`config.mk`:
```
export PLATFORM = sky130hd
export DESIGN_NAME = mdio_mgmt_slave
export DESIGN_NICKNAME = d
export VERILOG_FILES = /design/src/rtl/mdio_slv_pkg.sv /design/src/rtl/mdio_frame_rx.sv /design/src/rtl/mdio_reg_bank.sv /design/src/rtl/mdio_mgmt_slave.sv
export SDC_FILE = /design/constraint.sdc
export NUM_CORES = 1
export LEC_CHECK = 0
export ABC_CLOCK_PERIOD_IN_PS = 4710
export CELL_PAD_IN_SITES_DETAIL_PLACEMENT = 0
export CELL_PAD_IN_SITES_GLOBAL_PLACEMENT = 1
export CORE_MARGIN = 4
export CORE_UTILIZATION = 50
export CTS_BUF_LIST = sky130_fd_sc_hd__clkbuf_16
export DETAILED_ROUTE_END_ITERATION = 10
export PLACE_DENSITY_LB_ADDON = 0.1
export SETUP_SLACK_MARGIN = 0.02
export SLEW_MARGIN = 20
export SYNTH_ARGS = -nofsm -noshare
export SYNTH_HDL_FRONTEND = slang
export SYNTH_SLANG_ARGS = --single-unit
```
`constraint.sdc`:
```
create_clock -name mdc -period 4.71 [get_ports mdc]
set_input_delay 1.413 -clock mdc [delete_from_list [all_inputs] [get_ports mdc]]
set_output_delay 1.413 -clock mdc [all_outputs]
set_load 0.01 [all_outputs]
```
`src/rtl/mdio_slv_pkg.sv`:
```
package mdio_slv_pkg;

   typedef enum logic [1:0] {
      OP_LOAD_PTR = 2'b00,
      OP_WRITE    = 2'b01,
      OP_READ_INC = 2'b10,
      OP_READ     = 2'b11
   } mdio_op_e;

   localparam int DATA_W    = 16;
   localparam int ID_W      = 5;
   localparam int BIT_IDX_W = 5;

   function automatic logic [DATA_W-1:0] reg_default(input int idx);
      if (idx < 2) return '0;
      return 16'hA000 | DATA_W'(idx);
   endfunction

endpackage

```
`src/rtl/mdio_frame_rx.sv`:
```
module mdio_frame_rx
   import mdio_slv_pkg::*;
#(
   parameter int PRE_LEN = 32
) (
   input  logic              clk,
   input  logic              rst_n,
   input  logic              mdio_in,
   input  logic [ID_W-1:0]   port_id,
   input  logic [ID_W-1:0]   dev_id,
   input  logic [DATA_W-1:0] rd_data,
   output logic              mdio_out,
   output logic              mdio_oe,
   output logic              rd_cap,
   output logic              end_stb,
   output mdio_op_e          end_op,
   output logic [DATA_W-1:0] end_data
);

   localparam int PCW = $clog2(PRE_LEN + 1);
   localparam logic [PCW-1:0] PRE_MAX = PCW'(PRE_LEN);
   localparam logic [BIT_IDX_W-1:0] IDX_ST2  = 5'd1;
   localparam logic [BIT_IDX_W-1:0] IDX_HDR  = 5'd13;
   localparam logic [BIT_IDX_W-1:0] IDX_TA1  = 5'd14;
   localparam logic [BIT_IDX_W-1:0] IDX_D0   = 5'd15;
   localparam logic [BIT_IDX_W-1:0] IDX_DL   = 5'd30;
   localparam logic [BIT_IDX_W-1:0] IDX_LAST = 5'd31;

   generate
      if (PRE_LEN < 1) begin : g_bad_pre
         $error("PRE_LEN must be at least 1");
      end
   endgenerate

   logic                 in_frame;
   logic [PCW-1:0]       pre_cnt;
   logic [BIT_IDX_W-1:0] idx;
   logic [DATA_W-2:0]    sr;
   logic [DATA_W-1:0]    tx_sr;
   mdio_op_e             op_q;
   logic                 oe_q;
   logic                 out_q;

   logic          hdr_done;
   logic          hdr_match;
   mdio_op_e      hdr_op;
   logic [ID_W-1:0] rx_port;
   logic [ID_W-1:0] rx_dev;

   assign hdr_done  = in_frame && (idx == IDX_HDR);
   assign rx_port   = sr[8:4];
   assign rx_dev    = {sr[3:0], mdio_in};
   assign hdr_op    = mdio_op_e'(sr[10:9]);
   assign hdr_match = (rx_port == port_id) && (rx_dev == dev_id);

   assign rd_cap   = in_frame && (idx == IDX_TA1) && op_q[1];
   assign end_stb  = in_frame && (idx == IDX_LAST);
   assign end_op   = op_q;
   assign end_data = {sr, mdio_in};

   assign mdio_oe  = oe_q;
   assign mdio_out = out_q;

   always_ff @(posedge clk or negedge rst_n) begin
      if (!rst_n) begin
         in_frame <= 1'b0;
         pre_cnt  <= '0;
         idx      <= '0;
         sr       <= '0;
         tx_sr    <= '0;
         op_q     <= OP_LOAD_PTR;
         oe_q     <= 1'b0;
         out_q    <= 1'b0;
      end else if (!in_frame) begin
         if (mdio_in) begin
            if (pre_cnt != PRE_MAX) pre_cnt <= pre_cnt + PCW'(1);
         end else if (pre_cnt == PRE_MAX) begin
            in_frame <= 1'b1;
            idx      <= IDX_ST2;
            sr       <= '0;
         end else begin
            pre_cnt <= '0;
         end
      end else begin
         sr  <= {sr[DATA_W-3:0], mdio_in};
         idx <= idx + 5'd1;
         if (idx == IDX_ST2 && !mdio_in) begin
            in_frame <= 1'b0;
            pre_cnt  <= '0;
         end
         if (hdr_done) begin
            op_q <= hdr_op;
            if (!hdr_match) begin
               in_frame <= 1'b0;
               pre_cnt  <= '0;
            end
         end
         if (rd_cap) begin
            oe_q  <= 1'b1;
            out_q <= 1'b0;
            tx_sr <= rd_data;
         end
         if (oe_q && idx >= IDX_D0 && idx <= IDX_DL) begin
            out_q <= tx_sr[DATA_W-1];
            tx_sr <= {tx_sr[DATA_W-2:0], 1'b0};
         end
         if (end_stb) begin
            in_frame <= 1'b0;
            pre_cnt  <= '0;
            oe_q     <= 1'b0;
         end
      end
   end

   assert_ta_release_R5: assert property (@(posedge clk) disable iff (!rst_n)
      (in_frame && idx == IDX_TA1) |-> !mdio_oe);

   assert_drive_in_frame_R5: assert property (@(posedge clk) disable iff (!rst_n)
      mdio_oe |-> in_frame);

   assert_bad_start_drop_R2: assert property (@(posedge clk) disable iff (!rst_n)
      (in_frame && idx == IDX_ST2 && !mdio_in) |=> (!in_frame && !mdio_oe));

   assert_id_mismatch_drop_R3: assert property (@(posedge clk) disable iff (!rst_n)
      (hdr_done && !hdr_match) |=> (!in_frame && !mdio_oe));

endmodule

```
`src/rtl/mdio_reg_bank.sv`:
```
module mdio_reg_bank
   import mdio_slv_pkg::*;
#(
   parameter int NUM_REGS   = 8,
   parameter int RST_CYCLES = 200
) (
   input  logic              clk,
   input  logic              rst_n,
   input  logic              deskew_ok,
   input  logic              rd_cap,
   input  logic              end_stb,
   input  mdio_op_e          end_op,
   input  logic [DATA_W-1:0] end_data,
   output logic [DATA_W-1:0] rd_data
);

   localparam int CW = $clog2(RST_CYCLES + 1);
   localparam int AW = (NUM_REGS > 2) ? $clog2(NUM_REGS) : 1;
   localparam logic [CW-1:0] RST_LOAD = CW'(RST_CYCLES);
   localparam logic [DATA_W:0] NREG_W = (DATA_W+1)'(NUM_REGS);
   localparam logic [DATA_W-1:0] PTR_MAX = '1;
   localparam int DESKEW_BIT = 4;

   generate
      if (NUM_REGS < 2 || NUM_REGS > 1024) begin : g_bad_nregs
         $error("NUM_REGS must lie in 2..1024");
      end
      if (RST_CYCLES < 1) begin : g_bad_rst
         $error("RST_CYCLES must be at least 1");
      end
   endgenerate

   logic [CW-1:0]        busy_cnt;
   logic                 busy;
   logic [DATA_W-1:0]    ptr;
   logic [DATA_W-2:0]    ctrl_q;
   logic                 lat_q;
   logic [DATA_W-1:0]    rd_vec [NUM_REGS];

   logic wr_go, load_go, inc_go, soft_go, clr;

   assign busy    = (busy_cnt != '0);
   assign wr_go   = end_stb && !busy && (end_op == OP_WRITE);
   assign load_go = end_stb && !busy && (end_op == OP_LOAD_PTR);
   assign inc_go  = end_stb && !busy && (end_op == OP_READ_INC);
   assign soft_go = wr_go && (ptr == '0) && end_data[DATA_W-1];
   assign clr     = busy || soft_go;

   always_ff @(posedge clk or negedge rst_n) begin
      if (!rst_n)       busy_cnt <= RST_LOAD;
      else if (soft_go) busy_cnt <= RST_LOAD;
      else if (busy)    busy_cnt <= busy_cnt - CW'(1);
   end

   always_ff @(posedge clk or negedge rst_n) begin
      if (!rst_n)                          ptr <= '0;
      else if (clr)                        ptr <= '0;
      else if (load_go)                    ptr <= end_data;
      else if (inc_go && ptr != PTR_MAX)   ptr <= ptr + DATA_W'(1);
   end

   always_ff @(posedge clk or negedge rst_n) begin
      if (!rst_n)                     ctrl_q <= '0;
      else if (clr)                   ctrl_q <= '0;
      else if (wr_go && ptr == '0)    ctrl_q <= end_data[DATA_W-2:0];
   end

   always_ff @(posedge clk or negedge rst_n) begin
      if (!rst_n)                     lat_q <= 1'b1;
      else if (clr)                   lat_q <= 1'b1;
      else if (rd_cap && ptr == DATA_W'(1)) lat_q <= deskew_ok;
      else                            lat_q <= lat_q & deskew_ok;
   end

   assign rd_vec[0] = {busy, ctrl_q};
   assign rd_vec[1] = DATA_W'({lat_q, DESKEW_BIT'(0)});

   for (genvar gi = 2; gi < NUM_REGS; gi++) begin : g_reg
      logic [DATA_W-1:0] q;
      always_ff @(posedge clk or negedge rst_n) begin
         if (!rst_n)                              q <= reg_default(gi);
         else if (clr)                            q <= reg_default(gi);
         else if (wr_go && ptr == DATA_W'(gi))    q <= end_data;
      end
      assign rd_vec[gi] = q;
   end

   assign rd_data = ({1'b0, ptr} < NREG_W) ? rd_vec[ptr[AW-1:0]] : '0;

   assert_ptr_saturate_R7: assert property (@(posedge clk) disable iff (!rst_n)
      (ptr == PTR_MAX && end_stb && end_op == OP_READ_INC) |=> (ptr == PTR_MAX));

   assert_busy_discard_R10: assert property (@(posedge clk) disable iff (!rst_n)
      (busy && end_stb) |=> (ptr == '0 && ctrl_q == '0));

   assert_latch_low_R11: assert property (@(posedge clk) disable iff (!rst_n)
      (!deskew_ok && !busy) |=> !lat_q);

   assert_reset_bit_R9: assert property (@(posedge clk) disable iff (!rst_n)
      soft_go |=> rd_vec[0][DATA_W-1]);

endmodule

```
`src/rtl/mdio_mgmt_slave.sv`:
```
module mdio_mgmt_slave
   import mdio_slv_pkg::*;
#(
   parameter int NUM_REGS   = 8,
   parameter int RST_CYCLES = 200,
   parameter int PRE_LEN    = 32
) (
   input  logic       mdc,
   input  logic       rst_n,
   input  logic       mdio_in,
   output logic       mdio_out,
   output logic       mdio_oe,
   input  logic [4:0] port_id,
   input  logic [4:0] dev_id,
   input  logic       deskew_ok
);

   logic              rd_cap;
   logic              end_stb;
   mdio_op_e          end_op;
   logic [DATA_W-1:0] end_data;
   logic [DATA_W-1:0] rd_data;

   mdio_frame_rx #(.PRE_LEN(PRE_LEN)) u_rx (
      .clk      (mdc),
      .rst_n    (rst_n),
      .mdio_in  (mdio_in),
      .port_id  (port_id),
      .dev_id   (dev_id),
      .rd_data  (rd_data),
      .mdio_out (mdio_out),
      .mdio_oe  (mdio_oe),
      .rd_cap   (rd_cap),
      .end_stb  (end_stb),
      .end_op   (end_op),
      .end_data (end_data)
   );

   mdio_reg_bank #(.NUM_REGS(NUM_REGS), .RST_CYCLES(RST_CYCLES)) u_bank (
      .clk       (mdc),
      .rst_n     (rst_n),
      .deskew_ok (deskew_ok),
      .rd_cap    (rd_cap),
      .end_stb   (end_stb),
      .end_op    (end_op),
      .end_data  (end_data),
      .rd_data   (rd_data)
   );

   assert_reset_release_R12: assert property (@(posedge mdc) disable iff (!rst_n)
      $rose(rst_n) |-> !mdio_oe);

endmodule

```
==> results of run 1 <==
[path summary, 6_finish.rpt]
check	slack [ps]	endpoint	cells after the start	from
max	1390	u_rx.pre_cnt[1]$_DFFE_PN0P_	7	mdio_in
min	480	u_bank.g_reg[5].q[2]$_DFFE_PN1P_	2	u_bank.g_reg[5].q[2]$_DFFE_PN1P_
max reg2reg	1400	u_bank.g_reg[4].q[1]$_DFFE_PN0P_	9	u_rx.idx[1]$_DFFE_PN0P_
min reg2reg	480	u_bank.g_reg[5].q[2]$_DFFE_PN1P_	2	u_bank.g_reg[5].q[2]$_DFFE_PN1P_
max in group asynchronous	2650	u_bank.g_reg[4].q[2]$_DFFE_PN1P_	2	rst_n
min in group asynchronous	1010	u_bank.busy_cnt[4]$_DFFE_PN0P_	1	rst_n
[synth_stat cells, types with 15 or more instances]
| cell type | n | area share (%) |
|---|---|---|
| o21ai_0 | 23 | 1.2 |
| clkbuf_1 | 60 | 2.4 |
| dfrtp_1 | 156 | 41 |
| mux2i_1 | 52 | 5.5 |
| mux4_2 | 17 | 4.0 |
| buf_2 | 20 | 1.1 |
| a22o_1 | 26 | 2.4 |
| nor2_1 | 67 | 2.6 |
| inv_1 | 29 | 1.1 |
| a21oi_1 | 90 | 4.7 |
| nand3b_1 | 16 | 1.3 |
| a22oi_1 | 15 | 1.2 |
| mux2_2 | 16 | 1.9 |
| dfstp_2 | 27 | 7.5 |
| nand2_1 | 160 | 6.3 |
| nand3_1 | 17 | 0.89 |
[layout make-up]
class	instances	area, um^2
Multi-Input combinational cell	663	4470
Inverter	29	109
Clock inverter	15	173
Tap cell	234	293
Clock buffer	17	425
Fill cell	1662	8290
Timing Repair Buffer	37	332
Sequential cell	183	4610
[per-stage QoR]
| stage | util (%) | worst slack (ps) | power (W) | hold slack (ps) | std cells |
|---|---|---|---|---|---|
| after floorplan | - | 1680 | 0.00228 | 443 | 961 |
| after global placement | 52.4 | 1020 | 0.00252 | 463 | 1146 |
| after detailed placement | 52.4 | 991 | 0.00255 | 475 | 1146 |
| after CTS | 55.6 | 1410 | 0.00401 | 485 | 1178 |
| after global routing | 55.7 | 1200 | 0.00415 | 513 | 1178 |
| final | 55.7 | 1390 | 0.00399 | 485 | 1178 |
[power groups by stage]
stage          combinational, W  sequential [W]  clock (W)
4_1_cts                0.000540         0.00198    0.00149
5_1_grt                0.000591         0.00201    0.00155
6_report               0.000537         0.00198    0.00146
3_3_place_gp           0.000524         0.00200          0
3_5_place_dp           0.000539         0.00201          0
2_1_floorplan          0.000521         0.00176          0
[per-layer routing]
| layer | share of wire, % | track usage (%) |
|---|---|---|
| met5 | 0 | 0 |
| met4 | 1.2 | 6.03 |
| met1 | 46 | 33.7 |
| met3 | 4.8 | 4.14 |
| met2 | 48 | 38.9 |
[registers in the layout (all words and copies together) (netlist names)]
name,count
u_rx.end_op,2
u_rx.idx,5
u_bank.ptr,16
u_bank.lat_q,1
u_rx.mdio_oe,1
u_bank.ctrl_q,15
u_rx.pre_cnt,6
u_rx.mdio_out,1
u_bank.g.q,96
u_bank.busy_cnt,8
u_rx.in_frame,1
u_rx.tx_sr,16
u_rx.sr,15
[kinds of logic after synthesis]
logic type      synth area share (%)
compound gates                  15.0
xor+xnor                        1.38
fa+ha+maj                       1.58
buf+inv                         4.88
flops                           48.5
mux                             11.4
simple gates                    17.2
[worst max-delay path: stages]
cell             delay (ps)
clkdlybuf4s50_1         400
buf_4                   200
xor2_1                  170
nor4_1                  310
a41oi_1                 200
a2111oi_2               720
a221o_1                 270
[placed cells by master, fill, tap and decap left out, types with 21 or more instances in the layout]
| master | n |
|---|---|
| o21ai_0 | 23 |
| a22o_1 | 26 |
| dfrtp_1 | 155 |
| nor2_1 | 67 |
| buf_4 | 21 |
| dfstp_2 | 27 |
| nand2_1 | 160 |
| a21oi_1 | 89 |
| inv_1 | 29 |
| mux2i_1 | 52 |
==> results_dict.tcl, run 1 <==
set metrics [dict create \
    drtAntennaViolNets 0 \
    syn2layout_area_growth_pct 9.53 \
    avgSynthCellArea_um2 9.89 \
    outcome "completed" \
    synthArstFlopShare_pct 100 \
    cp-start-kind "primary input" \
    switchingPower_w 0.00131 \
    wirelength_um 24900 \
    finalCritPeriodShare_pct 70.4 \
    grtUsageTotal_pct 24.0 \
    power_frac_comb_pct 13.5 \
    holdBufCountCts 0 \
    initialDrtViolationCount 609 \
    cts_tree "built" \
    power_frac_seq_pct 49.8 \
    fin_area_um2 10400 \
    ir_drop_mv 0.328 \
    endpoint_kind "flop" \
    cp_max_fo 17 \
    cts_buffer_depth 2 \
    worstMarginPinSlew_ps 1110 \
    synth_edf_count 0 \
    power.leakage_nw 4.83 \
    dpl.hpwl_um 15500 \
    gp_congestion 0.840 \
    synthesis.nets 987 \
    via_per_inst 6.16 \
    root_buffer "clkbuf_16" \
    synth_area_um2 9510 \
    via_count 7253 \
    start_util_pct 50.8 \
    hold_violations 0 \
    finalNetCount 957 \
    dieArea_um2 21300 \
    worstSkewPairLatency_ps 440 \
    tns_ps 0 \
    slew_headroom_pct 26.1 \
    core_area_um2 18700 \
    crit_required_ps 5090 \
    wl_per_cell_um 21.1 \
    ys.warnings.count 0 \
    cts_buffers 17 \
    rsz0062_at_grt "false" \
    fmax_ghz 0.301 \
    die-width_um 146 \
    antenna_found_initial 0 \
    firstDrtPassIters 5 \
    powerDensity_nw_per_um2 383 \
    grt_overflow 0 \
    grt_pass1_wl_um 40800 \
    drive_above_1_share_pct 13.9 \
    critPathKind "in -> reg" \
    htreeDepth 4 \
    skew_ps 14.8 \
    post_cts_resized 0 \
    port_buffers 15 \
    synth_ff_type "dfrtp_1" \
    ios 16 \
    grt_pass1_vias 7362 \
    clockPowerShare_pct 36.7 \
    timing.final.max_slew_violations 0 \
    seq_area_frac_synth_pct 48.5 \
    die_h_um 146 \
    place_area_um2 9810 \
    grt_max_degree 94 \
    finalSetupViolCount 0 \
    placementRows 50 \
    swShare_pct 32.9 \
    drc 0 \
    path_clk_slew_ps 70 \
    arrival_ps 3690 \
    cts_setup_buffers 0 \
    cts_sinks 183 \
    intPower_w 0.00267 \
    period_minus_slack_ps 3320 \
    cap_violations 0 \
    ys_ff_latch 183 \
    hp-class "reg -> reg" \
    synthDistinctLibCells 66 \
    synth_cells 961 \
    diodes 0 \
]
Note: power is estimated with default switching activity, not from simulation.
==> run 2: changes to the inputs <==
ABC_CLOCK_PERIOD_IN_PS = 3110   (was 4710)
clock period = 3.11 ns   (was 4.71 ns; I/O delays follow)
==> run 2 against run 1 <==
  * Total power is 51% higher
  * Combinational power is 69% higher
  * Via count is 1.8% higher
  * Non-clock buffer count is 15 higher
  * Largest cell class unchanged
  * Largest power group unchanged
==> results_dict.tcl, run 2 (synthesized netlist as in run 1, its figures left out) <==
set metrics [dict create \
    r2r_slack_ps 320 \
    startpoint "u_rx.idx[1]$_DFFE_PN0P_" \
    worstSkewPairLatency_ps 450 \
    cts_buffer_depth 2 \
    critPathKind "reg -> reg" \
    firstDrtPassIters 5 \
    timing.final.ws_setup_ps 320 \
    layout_common_cells "nand2_1 (160), dfrtp_1 (155), a21oi_1 (89), nor2_1 (66), mux2i_1 (52)" \
    rsz0062_at_grt "false" \
    max_stage_delay_ps 770 \
    post_cts_resized 0 \
    cts_sinks 183 \
    powerDensity_nw_per_um2 573 \
    grt_overflow 0 \
    cpMaxStageDelayCell "or3_1" \
    cp_max_fo 15 \
    drtAntennaViolNets 0 \
    largest_register "u_bank.g.q" \
    cp_top_family "simple AND/OR/NAND/NOR gates" \
    fmax_ghz 0.358 \
    cp_common_cell "ha_1" \
    outcome "completed" \
    cts_setup_buffers 0 \
    cts_tree "built" \
    grt_max_degree 75 \
    fill_cells 1607 \
    finalNetCount 972 \
    port_buffers 15 \
    skew_ps 19.4 \
    diodes 0 \
    drc 0 \
    placementRows 50 \
    antenna_found_initial 0 \
    finalCritPeriodShare_pct 89.7 \
    hold_violations 0 \
    cap_violations 0 \
    power.leakage_nw 4.90 \
    wirelength_um 25600 \
    crit_required_ps 3420 \
    worstReg2RegEnd "u_bank.g_reg[5].q[8]$_DFFE_PN0P_" \
    cp.depth 8 \
    grt_pass1_wl_um 42000 \
    grtUsageTotal_pct 24.7 \
    initialDrtViolationCount 552 \
    via_count 7386 \
    cts_buffers 17 \
    finalSetupViolCount 0 \
    grt_use_met1_pct 35.7 \
    cp-start-kind "flop" \
    worstMarginPinSlew_ps 830 \
    wl_per_cell_um 21.4 \
    syn2layout_area_growth_pct 10.7 \
    dpl.hpwl_um 16300 \
    grtUsageMet2_pct 38.4 \
    endpoint_kind "flop" \
    htreeDepth 4 \
    largestRegisters "u_bank.g.q (96), u_bank.ptr (16), u_rx.tx_sr (16)" \
    crit_chain "ha_1, and3_1, ha_1, and3b_1, nand4_4, or3_1, nand2_1, a21oi_1" \
    timing.final.max_slew_violations 0 \
    core_area_um2 18700 \
    ir_drop_mv 0.357 \
    die-width_um 146 \
    final_common_cell "nand2_1" \
    via_per_inst 6.19 \
    hp-class "in -> async" \
    grt_pass1_vias 7475 \
    met3_usage_pct 3.96 \
    tns_ps 0 \
    start_util_pct 50.8 \
    r2r-start "u_rx.idx[1]$_DFFE_PN0P_" \
    grt_most_used_layer "met2" \
    path_clk_slew_ps 70 \
    dieArea_um2 21300 \
    reg2regPathDepth 8 \
    pre_cts_slack_ps 224 \
    drive_above_1_share_pct 15.0 \
    ios 16 \
    root_buffer "clkbuf_16" \
    largest_reg_flops 96 \
    endpoint "u_bank.g_reg[5].q[8]$_DFFE_PN0P_" \
    gp_congestion 0.869 \
    holdBufCountCts 0 \
    critPathBufInv 0 \
    slew_headroom_pct 44.6 \
    period_minus_slack_ps 2790 \
    die_h_um 146 \
    arrival_ps 3100 \
]
-- run 2: cell types whose count changed in the layout (fill, tap and decap cells not counted), sizes merged --
cell | before | now
clkinvlp | 0 | 2
buf | 22 | 37
clkinv | 4 | 6
inv | 39 | 35
-- run 2: power by group --
| group | switching (W) | internal [W] | total [W] |
|---|---|---|---|
| logic | 0.000515 | 0.000395 | 0.000910 |
| registers | 0.000403 | 0.00253 | 0.00293 |
| clock network | 0.00105 | 0.00114 | 0.00219 |
| total | 0.00197 | 0.00406 | 0.00603 |
-- run 2: per-stage QoR --
stage	std cells	utilization, %	hold WS [ps]	power (W)	cell area [um^2]
2_1_floorplan	961	-	443	0.00345	9510
3_3_place_gp	1161	53.1	464	0.00384	9930
3_5_place_dp	1161	53.1	466	0.00388	9930
4_1_cts	1193	56.3	451	0.00606	10500
5_1_grt	1193	56.3	479	0.00630	10500
6_report	1193	56.3	449	0.00603	10500
-- run 2: final cells by class --
class | count | area [um^2] | share of cell area [%]
flip-flops and latches | 183 | 4610 | 43.9
multi-input cells | 663 | 4450 | 42.2
repair buffers | 52 | 469 | 4.46
clock buffers | 17 | 425 | 4.04
well taps | 234 | 293 | 2.78
clock inverters | 15 | 166 | 1.58
inverters | 29 | 109 | 1.03
-- run 2: worst min path at each step --
stage	to	cells past startpoint
3_5_place_dp	u_rx.tx_sr[0]$_DFFE_PN0P_	2
4_1_cts	u_bank.busy_cnt[4]$_DFFE_PN0P_	1
3_3_place_gp	u_rx.mdio_out$_DFFE_PN0P_	2
5_1_grt	u_bank.busy_cnt[4]$_DFFE_PN0P_	1
2_1_floorplan	u_rx.tx_sr[0]$_DFFE_PN0P_	2
6_report	u_bank.busy_cnt[4]$_DFFE_PN0P_	1
-- run 2: per-layer routing --
metal  up-vias  routed length, um
met5         -                  0
met4         0                504
met3        29               1210
met2       217              12100
met1      3756              11700
li1       3384                  -
-- run 2: worst reg2reg max path, cell delays in order (launching register included) --
cell and delay (ps):
dfrtp_1 450, ha_1 220, and3_1 190, ha_1 180
and3b_1 350, nand4_4 220, or3_1 770, nand2_1 200
a21oi_1 80
==> run 3: changes to the inputs <==
CORE_ASPECT_RATIO = 0.8   (was not set)
CORE_UTILIZATION = 23   (was 50)
CTS_CLUSTER_SIZE = 10   (was not set)
==> run 3 against run 2 <==
  * Register-to-register slack barely moved
  * Clock skew fell by 8.9 ps
  * Worst hold slack got worse by 30 ps
  * Critical path depth did not move
  * Non-clock buffer count rose by 14
  * Routed wire length rose by 26%
  * Critical endpoint is now u_bank.ctrl_q[5]$_DFFE_PN0P_
==> results_dict.tcl, run 3 (synthesized netlist as in run 1, its figures left out) <==
set metrics [dict create \
    drtAntennaViolNets 0 \
    final_cells 1517 \
    outcome "completed" \
    gp_congestion 0.735 \
    fmax_ghz 0.358 \
    worstSkewPairLatency_ps 450 \
    htreeDepth 4 \
    finalNetCount 986 \
    ir_drop_mv 0.351 \
    cp_common_cell "ha_1" \
    period_minus_slack_ps 2800 \
    skew_ps 10.5 \
    cts_tree "built" \
    critPathKind "reg -> reg" \
    grtUsageTotal_pct 14.8 \
    endpoint_kind "flop" \
    holdBufCountCts 0 \
    firstDrtPassIters 5 \
    cp_max_fo 9 \
    power.leakage_nw 4.98 \
    finalCritPeriodShare_pct 89.9 \
    cts_setup_buffers 0 \
    grt_overflow 0 \
    timing.final.max_slew_violations 0 \
    placementRows 66 \
    via_per_inst 4.79 \
    arrival_ps 3180 \
    cpMaxStageDelayCell "or4b_1" \
    cts_sinks 183 \
    hold_violations 0 \
    drc 0 \
    cts_buffer_depth 2 \
    wirelength_um 32300 \
    root_buffer "clkbuf_16" \
    slew_headroom_pct 53.2 \
    powerDensity_nw_per_um2 572 \
    max_stage_delay_ps 550 \
    final_common_cell "nand2_1" \
    ios 16 \
    post_cts_resized 0 \
    tns_ps 0 \
    largest_reg_flops 96 \
    grt_pass1_vias 7554 \
    layout_common_cells "nand2_1 (160), dfrtp_1 (154), a21oi_1 (89), nor2_1 (67), mux2i_1 (52)" \
    swShare_pct 32.3 \
    wl_per_cell_um 21.3 \
    critPathBufInv 0 \
    place_inst 1485 \
    crit_required_ps 3490 \
    power_frac_comb_pct 15.5 \
    rsz0062_at_grt "false" \
    antenna_found_initial 0 \
    drive_above_1_share_pct 16.1 \
    cp_top_family "simple AND/OR/NAND/NOR gates" \
    core_area_um2 40700 \
    die-width_um 235 \
    dieArea_um2 44700 \
    initialDrtViolationCount 531 \
    cts_buffers 17 \
    path_clk_slew_ps 70 \
    die_h_um 190 \
    cp-start-kind "flop" \
    cap_violations 0 \
    hp-class "in -> async" \
    diodes 0 \
    grt_max_degree 54 \
    dpl.hpwl_um 20100 \
    port_buffers 15 \
    switchingPower_w 0.00204 \
    largest_register "u_bank.g.q" \
    via_count 7265 \
    start_util_pct 23.4 \
    power_frac_seq_pct 47.2 \
    finalSetupViolCount 0 \
    crit_chain "ha_1, and3_1, ha_1, and3b_1, nand4_4, or4b_1, or3_1, a21oi_1" \
    grt_pass1_wl_um 50200 \
    worstMarginPinSlew_ps 701 \
    syn2layout_area_growth_pct 16.2 \
    clockPowerShare_pct 37.3 \
    intPower_w 0.00428 \
    largestRegisters "u_bank.g.q (96), u_bank.ptr (16), u_rx.tx_sr (16)" \
]
[run 3: changes by cell type in the layout (fill, tap and decap cells not counted), sizes merged]
cell / previous run / this run
clkinv: 6 / 8
inv: 35 / 30
buf: 37 / 51
bufinv: 1 / 4
[run 3: worst register-to-register path, stage by stage, from the launching register on]
cell	delay, ps
dfrtp_1	450
ha_1	220
and3_1	190
ha_1	230
and3b_1	380
nand4_4	240
or4b_1	560
or3_1	320
a21oi_1	140
[run 3: final timing paths]
check                                                        from                           endpoint  slack (ps)  cells after the start
worst max-delay path                      u_rx.idx[1]$_DFFE_PN0P_       u_bank.ctrl_q[5]$_DFFE_PN0P_         310                      8
worst min-delay path                                        rst_n     u_bank.busy_cnt[2]$_DFFE_PN0P_         420                      1
worst max register to register            u_rx.idx[1]$_DFFE_PN0P_       u_bank.ctrl_q[5]$_DFFE_PN0P_         310                      8
worst min register to register  u_bank.g_reg[3].q[13]$_DFFE_PN1P_  u_bank.g_reg[3].q[13]$_DFFE_PN1P_         480                      2
max in group asynchronous                                   rst_n  u_bank.g_reg[5].q[15]$_DFFE_PN1P_        1880                      2
min in group mdc                u_bank.g_reg[3].q[13]$_DFFE_PN1P_  u_bank.g_reg[3].q[13]$_DFFE_PN1P_         480                      2
[run 3: cell type report]
type | instances | area, um^2
timing repair buffer | 66 | 587
sequential | 183 | 4620
clock inverter | 15 | 184
inverter | 29 | 109
tap | 544 | 681
clock buffer | 17 | 425
fill | 4306 | 29700
multi-input combinational | 663 | 4450
[run 3: power by group through the flow]
stage          Sequential, W  Combinational [W]  Clock [W]
6_report             0.00298           0.000979    0.00236
3_3_place_gp         0.00305            0.00101          0
5_1_grt              0.00303            0.00108    0.00254
2_1_floorplan        0.00266           0.000789          0
3_5_place_dp         0.00303           0.000999          0
4_1_cts              0.00299           0.000998    0.00244
[run 3: routing by layer]
layer  vias to the layer above  global-route usage, %  share of wire [%]
met3                        23                   2.30                2.6
met1                      3723                   23.2                 54
met5                         -                      0                  0
met4                         0                   3.27               0.93
li1                       3421                      -                  -
met2                        98                   21.2                 42
[run 3: stage by stage]
| stage | area (um^2) | util, % | worst slack, ps | total power (W) | hold WS (ps) |
|---|---|---|---|---|---|
| 2_1_floorplan | 9510 | - | 527 | 0.00345 | 443 |
| 3_3_place_gp | 10400 | 25.6 | 191 | 0.00405 | 468 |
| 3_5_place_dp | 10400 | 25.6 | 98.7 | 0.00403 | 475 |
| 4_1_cts | 11000 | 27.1 | 296 | 0.00643 | 415 |
| 5_1_grt | 11000 | 27.1 | 88.4 | 0.00665 | 430 |
| 6_report | 11000 | 27.1 | 313 | 0.00632 | 419 |
